--- config.mk ---
export PLATFORM = sky130hd
export DESIGN_NAME = mmap_ctrl
export DESIGN_NICKNAME = d
export VERILOG_FILES = /design/src/rtl/mmap_pkg.sv /design/src/rtl/mmap_ctrl_reg.sv /design/src/rtl/mmap_region_dec.sv /design/src/rtl/mmap_sel.sv /design/src/rtl/mmap_kbd_port.sv /design/src/rtl/mmap_ctrl.sv
export SDC_FILE = /design/constraint.sdc
export NUM_CORES = 1
export LEC_CHECK = 0
export ABC_AREA = 1
export BUFFER_PORTS_ARGS = -buffer_cell sky130_fd_sc_hd__buf_4
export CORE_ASPECT_RATIO = 1.25
export CORE_MARGIN = 3
export CORE_UTILIZATION = 34
export DETAILED_ROUTE_END_ITERATION = 12
export PLACE_DENSITY = 0.82
export SYNTH_ARGS = -nofsm -noshare
export SYNTH_HDL_FRONTEND = slang
export SYNTH_SLANG_ARGS = --single-unit
--- constraint.sdc ---
create_clock -name clk -period 1 [get_ports clk]
set_input_delay 0.05 -clock clk [delete_from_list [all_inputs] [get_ports clk]]
set_output_delay 0.05 -clock clk [all_outputs]
set_load 0.02 [all_outputs]
--- src/rtl/mmap_pkg.sv ---
// Package: shared types for the banked memory map controller.
// Holds the control register layout and the address region encoding.
package mmap_pkg;

    // Bit positions of the control register fields (CPU-visible layout)
    localparam int CTRL_VIDEO_BIT = 0;
    localparam int CTRL_LOW_BIT   = 1;
    localparam int CTRL_TOP_BIT   = 2;
    localparam int CTRL_CAS_BIT   = 3;
    localparam int CTRL_W         = 4;

    // Stored control state
    typedef struct packed {
        logic cas_neg;   // cassette output at negative level
        logic top_kbd;   // top window shows keyboard port
        logic low_ram;   // low window shows RAM
        logic video;     // video enable
    } ctrl_t;

    // Address region of a CPU access
    typedef enum logic [1:0] {
        REG_LOW = 2'd0,
        REG_MID = 2'd1,
        REG_TOP = 2'd2
    } region_e;

endpackage

--- src/rtl/mmap_ctrl_reg.sv ---
// Module: mmap_ctrl_reg
// Write-only control register. It is loaded on a clock edge with the write
// strobe high and cleared by synchronous active-low reset.
// Assumes DATA_W covers every field position defined in mmap_pkg.
module mmap_ctrl_reg
    import mmap_pkg::*;
#(
    parameter int DATA_W = 8
) (
    input  logic              clk,
    input  logic              rst_n,
    input  logic              wr_en,
    input  logic [DATA_W-1:0] wdata,
    output ctrl_t             ctrl_q
);

    ctrl_t ctrl_d;

    // Unpack the written byte into register fields
    always_comb begin
        ctrl_d.video   = wdata[CTRL_VIDEO_BIT];
        ctrl_d.low_ram = wdata[CTRL_LOW_BIT];
        ctrl_d.top_kbd = wdata[CTRL_TOP_BIT];
        ctrl_d.cas_neg = wdata[CTRL_CAS_BIT];
    end

    // Hold the control state; reset clears every field
    always_ff @(posedge clk) begin
        if (!rst_n) begin
            ctrl_q <= '0;
        end else if (wr_en) begin
            ctrl_q <= ctrl_d;
        end
    end

endmodule

--- src/rtl/mmap_region_dec.sv ---
// Module: mmap_region_dec
// Classifies a CPU address as low window, middle RAM or top window.
// It sees only the address bits above the top window size. Assumes that
// the low window is larger than the top window.
module mmap_region_dec
    import mmap_pkg::*;
#(
    parameter int ADDR_W     = 16,
    parameter int LOW_WIN_AW = 14,
    parameter int TOP_WIN_AW = 13
) (
    input  logic [ADDR_W-TOP_WIN_AW-1:0] addr_hi,
    output region_e                      region
);

    localparam int HI_W     = ADDR_W - TOP_WIN_AW;
    localparam int LOW_TAGW = ADDR_W - LOW_WIN_AW;

    logic in_low;
    logic in_top;

    // Window hits: low window has all tag bits clear, top window all set
    always_comb begin
        in_low = ~|addr_hi[HI_W-1 -: LOW_TAGW];
        in_top = &addr_hi;
    end

    // Region priority: top window, then low window, else middle RAM
    always_comb begin
        if (in_top) begin
            region = REG_TOP;
        end else if (in_low) begin
            region = REG_LOW;
        end else begin
            region = REG_MID;
        end
    end

endmodule

--- src/rtl/mmap_sel.sv ---
// Module: mmap_sel
// Drives the ROM, RAM and keyboard port selects from the access region,
// the bank bits and the bus strobes. It is purely combinational.
// Assumes that read and write are never asserted together.
module mmap_sel
    import mmap_pkg::*;
#(
    parameter int ADDR_W = 16,
    parameter int ROM_AW = 14
) (
    input  region_e           region,
    input  logic              low_ram,
    input  logic              top_kbd,
    input  logic              rd,
    input  logic              wr,
    input  logic [ADDR_W-1:0] addr,
    output logic              rom_cs,
    output logic [ROM_AW-1:0] rom_addr,
    output logic              ram_cs,
    output logic              ram_we,
    output logic [ADDR_W-1:0] ram_addr,
    output logic              kbd_sel
);

    logic access;

    // Any bus cycle in progress
    always_comb access = rd | wr;

    // Address passthrough: RAM sees the CPU address, ROM its low bits
    always_comb begin
        ram_addr = addr;
        rom_addr = addr[ROM_AW-1:0];
    end

    // Per-region target choice
    always_comb begin
        rom_cs  = 1'b0;
        ram_cs  = 1'b0;
        ram_we  = 1'b0;
        kbd_sel = 1'b0;
        unique case (region)
            REG_LOW: begin
                if (low_ram) begin
                    ram_cs = access;
                    ram_we = wr;
                end else begin
                    rom_cs = rd;
                end
            end
            REG_TOP: begin
                if (top_kbd) begin
                    kbd_sel = rd;
                end else begin
                    ram_cs = access;
                    ram_we = wr;
                end
            end
            default: begin
                ram_cs = access;
                ram_we = wr;
            end
        endcase
    end

endmodule

--- src/rtl/mmap_kbd_port.sv ---
// Module: mmap_kbd_port
// Keyboard port read data. A row index picks one key row vector. Indices
// past the last row return a fixed all-ones pattern. The cassette input
// polarity takes the top bit, and the bits in between read zero.
// Assumes KEY_W + 1 <= DATA_W and that KEY_ROWS fits in ROW_IDX_W bits.
module mmap_kbd_port #(
    parameter int KEY_ROWS  = 10,
    parameter int KEY_W     = 5,
    parameter int ROW_IDX_W = 4,
    parameter int DATA_W    = 8
) (
    input  logic [ROW_IDX_W-1:0]      row_idx,
    input  logic [KEY_ROWS*KEY_W-1:0] key_rows,
    input  logic                      cas_in_neg,
    output logic [DATA_W-1:0]         rdata
);

    localparam int PAD_W = DATA_W - 1 - KEY_W;

    logic [KEY_W-1:0] row_arr [KEY_ROWS];
    logic [KEY_W-1:0] row_val;

    // Split the flat row bus into one vector per row
    for (genvar g = 0; g < KEY_ROWS; g++) begin : g_row
        assign row_arr[g] = key_rows[g*KEY_W +: KEY_W];
    end

    // Row mux; an index with no row returns all ones
    always_comb begin
        row_val = '1;
        for (int i = 0; i < KEY_ROWS; i++) begin
            if (row_idx == ROW_IDX_W'(i)) begin
                row_val = row_arr[i];
            end
        end
    end

    // Assemble the port byte
    generate
        if (PAD_W > 0) begin : g_pad
            always_comb rdata = {cas_in_neg, {PAD_W{1'b0}}, row_val};
        end else begin : g_nopad
            always_comb rdata = {cas_in_neg, row_val};
        end
    endgenerate

endmodule

--- src/rtl/mmap_ctrl.sv ---
// Module: mmap_ctrl (top)
// Banked memory map controller for an 8-bit CPU. It holds the control
// register and decodes each memory access to ROM, RAM or the keyboard port.
// It also forms the keyboard port read data. Assumes a synchronous
// active-low reset and one strobe per bus cycle.
module mmap_ctrl
    import mmap_pkg::*;
#(
    parameter int ADDR_W     = 16,
    parameter int DATA_W     = 8,
    parameter int LOW_WIN_AW = 14,
    parameter int TOP_WIN_AW = 13,
    parameter int KEY_ROWS   = 10,
    parameter int KEY_W      = 5,
    parameter int ROW_IDX_W  = 4
) (
    input  logic                      clk,
    input  logic                      rst_n,
    input  logic                      io_wr,
    input  logic [DATA_W-1:0]         io_wdata,
    input  logic [ADDR_W-1:0]         mem_addr,
    input  logic                      mem_rd,
    input  logic                      mem_wr,
    input  logic [KEY_ROWS*KEY_W-1:0] key_rows,
    input  logic                      cas_in_neg,
    output logic                      rom_cs,
    output logic [LOW_WIN_AW-1:0]     rom_addr,
    output logic                      ram_cs,
    output logic                      ram_we,
    output logic [ADDR_W-1:0]         ram_addr,
    output logic                      kbd_sel,
    output logic [DATA_W-1:0]         kbd_rdata,
    output logic                      video_en,
    output logic                      cas_out_neg
);

    localparam int HI_W = ADDR_W - TOP_WIN_AW;

    ctrl_t   ctrl_q;
    region_e region;
    logic    low_bank;
    logic    top_bank;

    // Control register
    mmap_ctrl_reg #(
        .DATA_W (DATA_W)
    ) u_reg (
        .clk    (clk),
        .rst_n  (rst_n),
        .wr_en  (io_wr),
        .wdata  (io_wdata),
        .ctrl_q (ctrl_q)
    );

    // Bank and level fields seen by the decode and the outputs
    always_comb begin
        low_bank    = ctrl_q.low_ram;
        top_bank    = ctrl_q.top_kbd;
        video_en    = ctrl_q.video;
        cas_out_neg = ctrl_q.cas_neg;
    end

    // Address region
    mmap_region_dec #(
        .ADDR_W     (ADDR_W),
        .LOW_WIN_AW (LOW_WIN_AW),
        .TOP_WIN_AW (TOP_WIN_AW)
    ) u_dec (
        .addr_hi (mem_addr[ADDR_W-1 -: HI_W]),
        .region  (region)
    );

    // Target selects
    mmap_sel #(
        .ADDR_W (ADDR_W),
        .ROM_AW (LOW_WIN_AW)
    ) u_sel (
        .region   (region),
        .low_ram  (low_bank),
        .top_kbd  (top_bank),
        .rd       (mem_rd),
        .wr       (mem_wr),
        .addr     (mem_addr),
        .rom_cs   (rom_cs),
        .rom_addr (rom_addr),
        .ram_cs   (ram_cs),
        .ram_we   (ram_we),
        .ram_addr (ram_addr),
        .kbd_sel  (kbd_sel)
    );

    // Keyboard port read data
    mmap_kbd_port #(
        .KEY_ROWS  (KEY_ROWS),
        .KEY_W     (KEY_W),
        .ROW_IDX_W (ROW_IDX_W),
        .DATA_W    (DATA_W)
    ) u_kbd (
        .row_idx    (mem_addr[ROW_IDX_W-1:0]),
        .key_rows   (key_rows),
        .cas_in_neg (cas_in_neg),
        .rdata      (kbd_rdata)
    );

endmodule

Word-level counts from Yosys, hierarchy flattened
Cells that the tools add are included.
{ "classes": {"n_bitwise": 1, "n_reduce_logical": 4, "muxes": 22, "eq_ne": 10} }
{ "op_table": {"columns": ["operator", "count"], "rows": [
  ["$mux 5", 10],
  ["$eq 4x3->1 const B", 4],
  ["$mux 1", 9],
  ["$eq 4x2->1 const B", 2],
  ["$eq 4x4->1 const B", 2],
  ["$eq 4x1->1 const B", 1],
  ["$logic_not 4->1", 1],
  ["$pmux 1 s2", 2],
  ["$reduce_and 3->1", 1],
  ["$eq 2x2->1 const B", 1],
  ["$logic_not 2->1", 1],
  ["$mux 2", 1],
  ["$reduce_or 2->1", 1],
  ["$or 1x1->1", 1]
]} }
{ "word_totals": {"register_bits": 4, "wordCells": 41, "output_inout_bits": 44} }

Depth between registers and ports, before layout
Gate-level depths: netlist (run 1).
{ "depth": {"ltp_word": 11, "ltp_mapped": 10, "ltp_nobuf": 10} }

Cells and area by module
From an unflattened synthesis (run 1), not the netlist that was laid out.
{ "hier_totals": {"cells_unflattened": 209, "hier_area_um2": 1106.1} }
{ "by_module_without_submodules": {"columns": ["mod", "area_each_um2", "cells_each", "seq_area_each_um2", "instances"], "rows": [
  ["mmap_kbd_port", 634.4, 134, 0.0, 1],
  ["mmap_sel", 275.3, 43, 0.0, 1],
  ["mmap_ctrl_reg", 166.4, 25, 80.1, 1],
  ["mmap_region_dec", 30.0, 7, 0.0, 1]
]} }

Least setup slack after synthesis (run 1)
No wires, ideal clock.
{ "synth_path": {"path_type": "input to output", "from": "input port mem_addr[3]", "to": "output port kbd_rdata[0]", "t_arrival_ns": 0.882, "stages": 9, "setup_slack_ns": 0.068, "cell_sequence": "nor2_1 > buf_2 > nand3_1 > nand3_1 > nand2_1 > nand4_1 > nand2_1 > nand3_1 > nand2_1"} }
{ "synth_via": {"elab_chain_cells": 11, "elab_cells_between_ends": 20, "classes_between": "eq/ne (9); mux (10); reduce/logical (1)"} }
{ "synth_lines": {"columns": ["item", "line", "text"], "rows": [
  ["start, declared", "mmap_ctrl.sv:21", "input logic [ADDR_W-1:0] mem_addr,"],
  ["$logic_not 4->1", "mmap_kbd_port.sv:32", "if (row_idx == ROW_IDX_W'(i)) begin"],
  ["$mux 5 (9 in series)", "mmap_kbd_port.sv:32", null],
  ["$mux 5 *", "mmap_kbd_port.sv:32", null],
  ["end, declared", "mmap_ctrl.sv:32", "output logic [DATA_W-1:0] kbd_rdata,"]
]} }
Mark *: on every way between the ends. The rest lies on a longest branch, timed or not.

Final worst setup path (run 1)
{ "layout_path": {"from": "input port mem_addr[3]", "to": "output port kbd_rdata[3]"} }
The elaborated chain is that of the path after synthesis.

==> impl_metrics.py, run 1 <==
metrics = {
    "critical_path": {
        "worst-path-max-fanout": 5,
        "critPathLaunchType": "input pin",
        "r2r.worst_path.cells": 2,
        "reg2reg_to": "u_reg.ctrl_q[3]",
        "required_ns": 0.95,
        "rr_startpoint": "u_reg.ctrl_q[3]",
        "rrSetupSlack_ns": 0.35,
        "arrival_ns": 1.13,
        "crit_path_start": "mem_addr[3]",
        "path_class": "in2out",
        "cp-end-kind": "output port",
    },
    "worst_hold_path": {
        "hold_path_depth": 3,
        "min_to": "u_reg.ctrl_q[0]",
        "hold_class": "in2reg",
        "min_from": "io_wdata[0]",
    },
    "timing": {
        "setup_ws_ns": -0.178,
        "rsz0062_at_grt": "true",
        "maxSlewViolCount": 0,
        "fin_hold_ws_ns": 0.0342,
        "fin_crit_ns": 1.18,
        "setup_viol": 8,
        "post-route-period-util": 1.18,
        "hold_violations": 0,
        "max_freq_mhz": 849,
        "fin_worst_skew_ns": 0,
    },
    "cells_and_area": {
        "largest_reg_flops": 4,
        "reg.largest.list": "u_reg.ctrl_q x4",
        "final_area_um2": 1860,
        "syn2layout_area_growth_pct": 73.9,
        "fin_nets": 359,
        "layout-drive-gt1-share": 0.516,
        "regMostFlops": "u_reg.ctrl_q",
        "n_fill_cell": 278,
        "diodes": 0,
    },
    "clock_network": {
        "htree_levels": 1,
        "tritoncts": "done",
        "clk_latency_ns": 0.24,
        "clk_pin_slew_ns": 0.04,
        "cts_sinks": 4,
        "clock_path_buffers": 2,
        "cts-root-buf": "clkbuf_4",
        "cts_buffers": 3,
    },
    "power": {
        "power.total_mw": 1.14,
        "p_leak_nw": 1.08,
        "power_density_nw_per_um2": 615,
        "ir_drop_uv": 698,
    },
    "yosys": {
        "ys_ff_latch": 4,
        "ys_warn_count": 0,
        "syn-cell-area_um2": 1070,
        "synth_top_area_frac": 0.232,
        "synth.yosys.seq_area_share": 0.0749,
        "synth_top_cell_by_area": "buf_4",
        "syn_inst": 202,
        "synth.area.top_cells": "buf_4 23%, nand2_1 19%, inv_1 14%, dfxtp_1 7.5%, nor2_1 6.7%",
        "avgSynthCellArea_um2": 5.29,
        "synth_cell_types": 18,
    },
    "route": {
        "ant_nets": 0,
        "vias_per_cell": 4.70,
        "routed_wl_mm": 3.99,
        "wl_per_cell_um": 12.7,
        "first_pass_iters": 5,
        "num_vias": 1472,
        "drc_errors": 0,
        "drt_iter0_drc": 38,
    },
    "floorplan": {
        "dieArea_um2": 3860,
        "start_util": 0.359,
        "rows": 22,
        "io_pins": 124,
        "die_w_um": 56.1,
        "die_y_um": 68.7,
        "coreArea_um2": 2970,
    },
    "flow_run": {
        "cap_violations": 0,
    },
    "global_route": {
        "grt_pass1_wl_mm": 5.43,
        "grt.total_usage": 0.177,
        "grt_pass1_vias": 1323,
        "grt_max_degree": 9,
        "grt-ovfl-total": 0,
        "antenna_found_initial": 0,
    },
    "placed_design": {
        "placed_cell_area_um2": 1640,
        "globalplace.congestion": 0.847,
        "portBuffers": 88,
        "dp.final_hpwl_mm": 2.82,
    },
    "outcome": {
        "outcome": "finished with violations",
        "violations": "setup timing",
    },
}
## repair_timing
item | 4_1_cts | 5_1_grt
cloned | 1 | 0
gates resized for setup | 25 | 27
pin swaps | 14 | 16
setup buffers | 0 | 1
setup endpoints to repair | 7 | 7
hold buffers | 0 | 0
## worst max-delay path by stage
| stage | to | slack, ns | cells past startpoint |
|---|---|---|---|
| floorplan | kbd_rdata[0] | 0.07 | 9 |
| global placement | kbd_rdata[3] | -0.22 | 11 |
| detailed placement | kbd_rdata[3] | -0.25 | 11 |
| CTS | kbd_rdata[3] | -0.15 | 11 |
| global route | kbd_rdata[2] | -0.22 | 11 |
| finish | kbd_rdata[3] | -0.18 | 10 |
## through the flow
| stage | utilization | setup TNS, ns | worst slack, ns | cells |
|---|---|---|---|---|
| after floorplan | - | 0 | 0.0681 | 203 |
| after global placement | 0.551 | -1.01 | -0.222 | 308 |
| after detailed placement | 0.551 | -1.12 | -0.248 | 308 |
| after CTS | 0.591 | -0.710 | -0.146 | 312 |
| after global routing | 0.625 | -1.30 | -0.221 | 313 |
| final | 0.625 | -0.874 | -0.178 | 313 |
## cells in the mapped netlist (all sizes together)
master,number
nor3,3
nor4,1
conb,1
nor2,21
nand3b,7
clkinv,1
o21ai,4
nand4,6
nand3,14
a21oi,7
buf,34
inv,42
dfxtp,4
nand2,57
## critical path: stages
cell and delay [ns]:
buf_12 0.11, buf_4 0.13, nor3_2 0.18, buf_4 0.17, nand2_1 0.06, nand4_1 0.11, nand2_1 0.06, nand3_1 0.06
nand2_1 0.07, buf_6 0.13
## cell families (layout without fill, tap and decap cells)
kind of cell,Yosys count,in the layout,synth area share
flops,4,4,0.0749
other cells,1,2,0.00351
compound gates,11,11,0.0515
buf+inv,77,151,0.388
simple gates,109,109,0.482
## power by group
part | internal, mW | switching (mW)
clock network | 0.135 | 0.0733
logic | 0.404 | 0.351
registers | 0.173 | 0.00602
total | 0.712 | 0.430
## routing by layer
metal / vias to the layer above / global-route usage / routed length [um]
met5: - / 0 / 0
met4: 0 / 0.0950 / 132
met3: 20 / 0.0428 / 388
met2: 82 / 0.335 / 2160
met1: 640 / 0.181 / 1300
li1: 730 / - / -
## layout by cell type (no fill, tap or decap), drive strengths merged
cell      n
a21oi     7
buf     105
clkbuf    3
clkinv    1
conb      2
dfxtp     4
inv      42
nand2    57
nand3    14
nand3b    7
nand4     6
nor2     21
nor3      3
nor4      1
o21ai     4
## cell type report
type                       count  area [um2]  area share
clock buffer                   3        22.5      0.0121
inverter                      43         163      0.0875
multi-input combinational    122         673       0.362
sequential                     4        82.6      0.0444
tap                           36        45.0      0.0242
timing repair buffer         105         872       0.469
Note: power is estimated with default switching activity, not from simulation.
==> run 2: changes to the inputs <==
--- a/config.mk
+++ b/config.mk
@@ -5,13 +5,13 @@
 export SDC_FILE = /design/constraint.sdc
 export NUM_CORES = 1
 export LEC_CHECK = 0
-export ABC_AREA = 1
 export BUFFER_PORTS_ARGS = -buffer_cell sky130_fd_sc_hd__buf_4
 export CORE_ASPECT_RATIO = 1.25
 export CORE_MARGIN = 3
-export CORE_UTILIZATION = 34
+export CORE_UTILIZATION = 33
 export DETAILED_ROUTE_END_ITERATION = 12
-export PLACE_DENSITY = 0.82
+export PLACE_DENSITY = 0.81
 export SYNTH_ARGS = -nofsm -noshare
 export SYNTH_HDL_FRONTEND = slang
+export SYNTH_HIERARCHICAL = 1
 export SYNTH_SLANG_ARGS = --single-unit
==> impl_metrics.py, run 2 <==
metrics = {
    "power": {
        "p_leak_nw": 0.925,
        "p_int_uw": 757,
        "swShare": 0.367,
        "ir_drop_uv": 701,
        "p_switching_uw": 439,
        "p_comb_frac": 0.669,
        "p_clk_frac": 0.181,
        "power_density_nw_per_um2": 656,
        "seqPwrFrac": 0.149,
    },
    "global_route": {
        "grt.total_usage": 0.178,
        "grt_max_degree": 14,
        "grt-ovfl-total": 0,
        "grt_pass1_wl_mm": 5.31,
        "antenna_found_initial": 0,
        "grt_pass1_vias": 1174,
    },
    "critical_path": {
        "path_class": "in2out",
        "cp-end-kind": "output port",
        "crit_path_top_delay_cell": "a211o_4",
        "critPathLaunchType": "input pin",
        "crit_chain": "buf_8, and2b_1, a211o_4, a221oi_4, o31ai_4, buf_6",
        "worst-path-max-fanout": 5,
        "max_stage_delay_ns": 0.28,
        "required_ns": 0.95,
        "arrival_ns": 1.12,
    },
    "placed_design": {
        "place_ws_ns": -0.261,
        "dp.final_hpwl_mm": 2.51,
        "globalplace.congestion": 0.911,
        "portBuffers": 88,
    },
    "yosys": {
        "synth.area.top_cells": "buf_4 25%, mux2i_1 20%, dfxtp_1 7.9%, nor2b_1 4.3%, a32oi_1 3.5%",
        "synth.yosys.seq_area_share": 0.0792,
        "ys_ff_latch": 4,
        "synth_top_area_frac": 0.252,
        "synth_flop_cell": "dfxtp_1",
        "syn_inst": 128,
        "synth.most_common_cell": "buf_4",
        "synth_cell_types": 33,
        "synth_edf_count": 0,
        "synth_top_cell_by_area": "buf_4",
        "avgSynthCellArea_um2": 7.90,
        "ys_warn_count": 6,
        "synth_top_cells_by_count": "34 x buf_4, 20 x mux2i_1, 9 x inv_1, 8 x nor2_1, 7 x nor2b_1",
        "syn-cell-area_um2": 1010,
        "ys_async_sr_fraction": 0,
    },
    "cells_and_area": {
        "regMostFlops": "u_reg/ctrl_q",
        "diodes": 0,
        "n_fill_cell": 224,
        "syn2layout_area_growth_pct": 80.3,
        "final_common_cell": "buf_4",
        "reg.largest.list": "u_reg/ctrl_q x4",
        "largest_reg_flops": 4,
        "fin_nets": 285,
        "post-route-util": 0.648,
        "layout-drive-gt1-share": 0.714,
        "final_cell_mix": "100 x buf_4, 20 x mux2i_1, 8 x inv_1, 7 x buf_6, 7 x nor2_1",
    },
    "floorplan": {
        "coreArea_um2": 2810,
        "dieArea_um2": 3770,
        "start_util": 0.360,
        "rows": 21,
        "die_w_um": 55.5,
        "io_pins": 124,
        "die_y_um": 67.9,
    },
    "worst_hold_path": {
        "hold_class": "in2reg",
    },
    "route": {
        "num_vias": 1237,
        "wl_per_cell_um": 15.2,
        "routed_wl_mm": 3.61,
        "drt_iter0_drc": 40,
        "ant_nets": 0,
        "drc_errors": 0,
        "first_pass_iters": 4,
        "vias_per_cell": 5.22,
    },
    "clock_network": {
        "cts_buffers": 3,
        "clk_latency_ns": 0.24,
        "cts-root-buf": "clkbuf_4",
        "clock_path_buffers": 2,
        "tritoncts": "done",
        "htree_levels": 1,
        "cts_sinks": 4,
        "clk_pin_slew_ns": 0.04,
    },
    "timing": {
        "max_freq_mhz": 855,
        "fin_worst_skew_ns": 0,
        "post-route-period-util": 1.17,
        "fin_hold_ws_ns": 0.0406,
        "fin_crit_ns": 1.17,
        "tns_ns": -0.952,
        "hold_violations": 0,
        "rsz0062_at_grt": "true",
        "setup_viol": 8,
        "maxSlewViolCount": 0,
        "setup_ws_ns": -0.169,
    },
    "outcome": {
        "violations": "setup timing",
        "outcome": "finished with violations",
    },
    "flow_run": {
        "cap_violations": 0,
    },
}
run 2: worst paths after layout:
check	start	endpoint	slack (ns)	cells past startpoint
max reg2reg	u_reg/ctrl_q[2]	u_reg/ctrl_q[2]	0.26	3
min reg2reg	u_reg/ctrl_q[3]	u_reg/ctrl_q[3]	0.53	2
min	rst_n	u_reg/ctrl_q[1]	0.04	2
max	mem_addr[1]	kbd_rdata[3]	-0.17	6
run 2: stage by stage:
step | instance area, um2 | cells | total power [mW]
floorplan | 1080 | 129 | 0.664
global placement | 1610 | 228 | 0.865
detailed placement | 1610 | 228 | 0.873
CTS | 1750 | 236 | 1.14
global route | 1820 | 237 | 1.26
finish | 1820 | 237 | 1.20
run 2: kinds of logic after synthesis:
family | after synthesis | share of synthesized area
compound gates | 25 | 0.181
flops | 4 | 0.0792
mux | 21 | 0.209
simple gates | 28 | 0.184
other cells | 1 | 0.00371
buf+inv | 49 | 0.343
run 2: cell type report:
cell class,instances,area (um2),share of cell area
multi-input combinational,76,739,0.406
timing repair buffer,111,900,0.493
sequential,4,85.1,0.0467
inverter,9,33.8,0.0185
clock buffer,3,22.5,0.0124
tap,34,42.5,0.0233
run 2: power by group through the flow:
| stage | Combinational, mW | Clock [mW] | Sequential [mW] |
|---|---|---|---|
| 5_1_grt | 0.850 | 0.233 | 0.179 |
| 2_1_floorplan | 0.479 | 0 | 0.184 |
| 4_1_cts | 0.751 | 0.214 | 0.179 |
| 3_5_place_dp | 0.693 | 0 | 0.180 |
| 6_report | 0.801 | 0.217 | 0.179 |
| 3_3_place_gp | 0.685 | 0 | 0.180 |
run 2: worst max-delay path, delay by kind of cell:
family / cells / cell delay [ns]
compound gates: 3 / 0.64
buf+inv: 2 / 0.23
simple gates: 1 / 0.19
run 2: layer usage:
layer	wire length (um)	part of all wire	GRT usage	vias to the layer above
li1	-	-	-	565
met3	409	0.11	0.0453	12
met2	1860	0.51	0.345	95
met5	0	0	0	-
met1	1250	0.35	0.178	565
met4	93	0.026	0.0851	0
run 2: what timing repair did:
item | CTS | global route
endpoints found under the hold margin | 0 | 0
pin swaps | 8 | 11
gates resized for setup | 19 | 14
cloned | 0 | 0
hold buffers | 0 | 0
endpoints found under the setup margin | 9 | 9
buffers inserted | 5 | 1
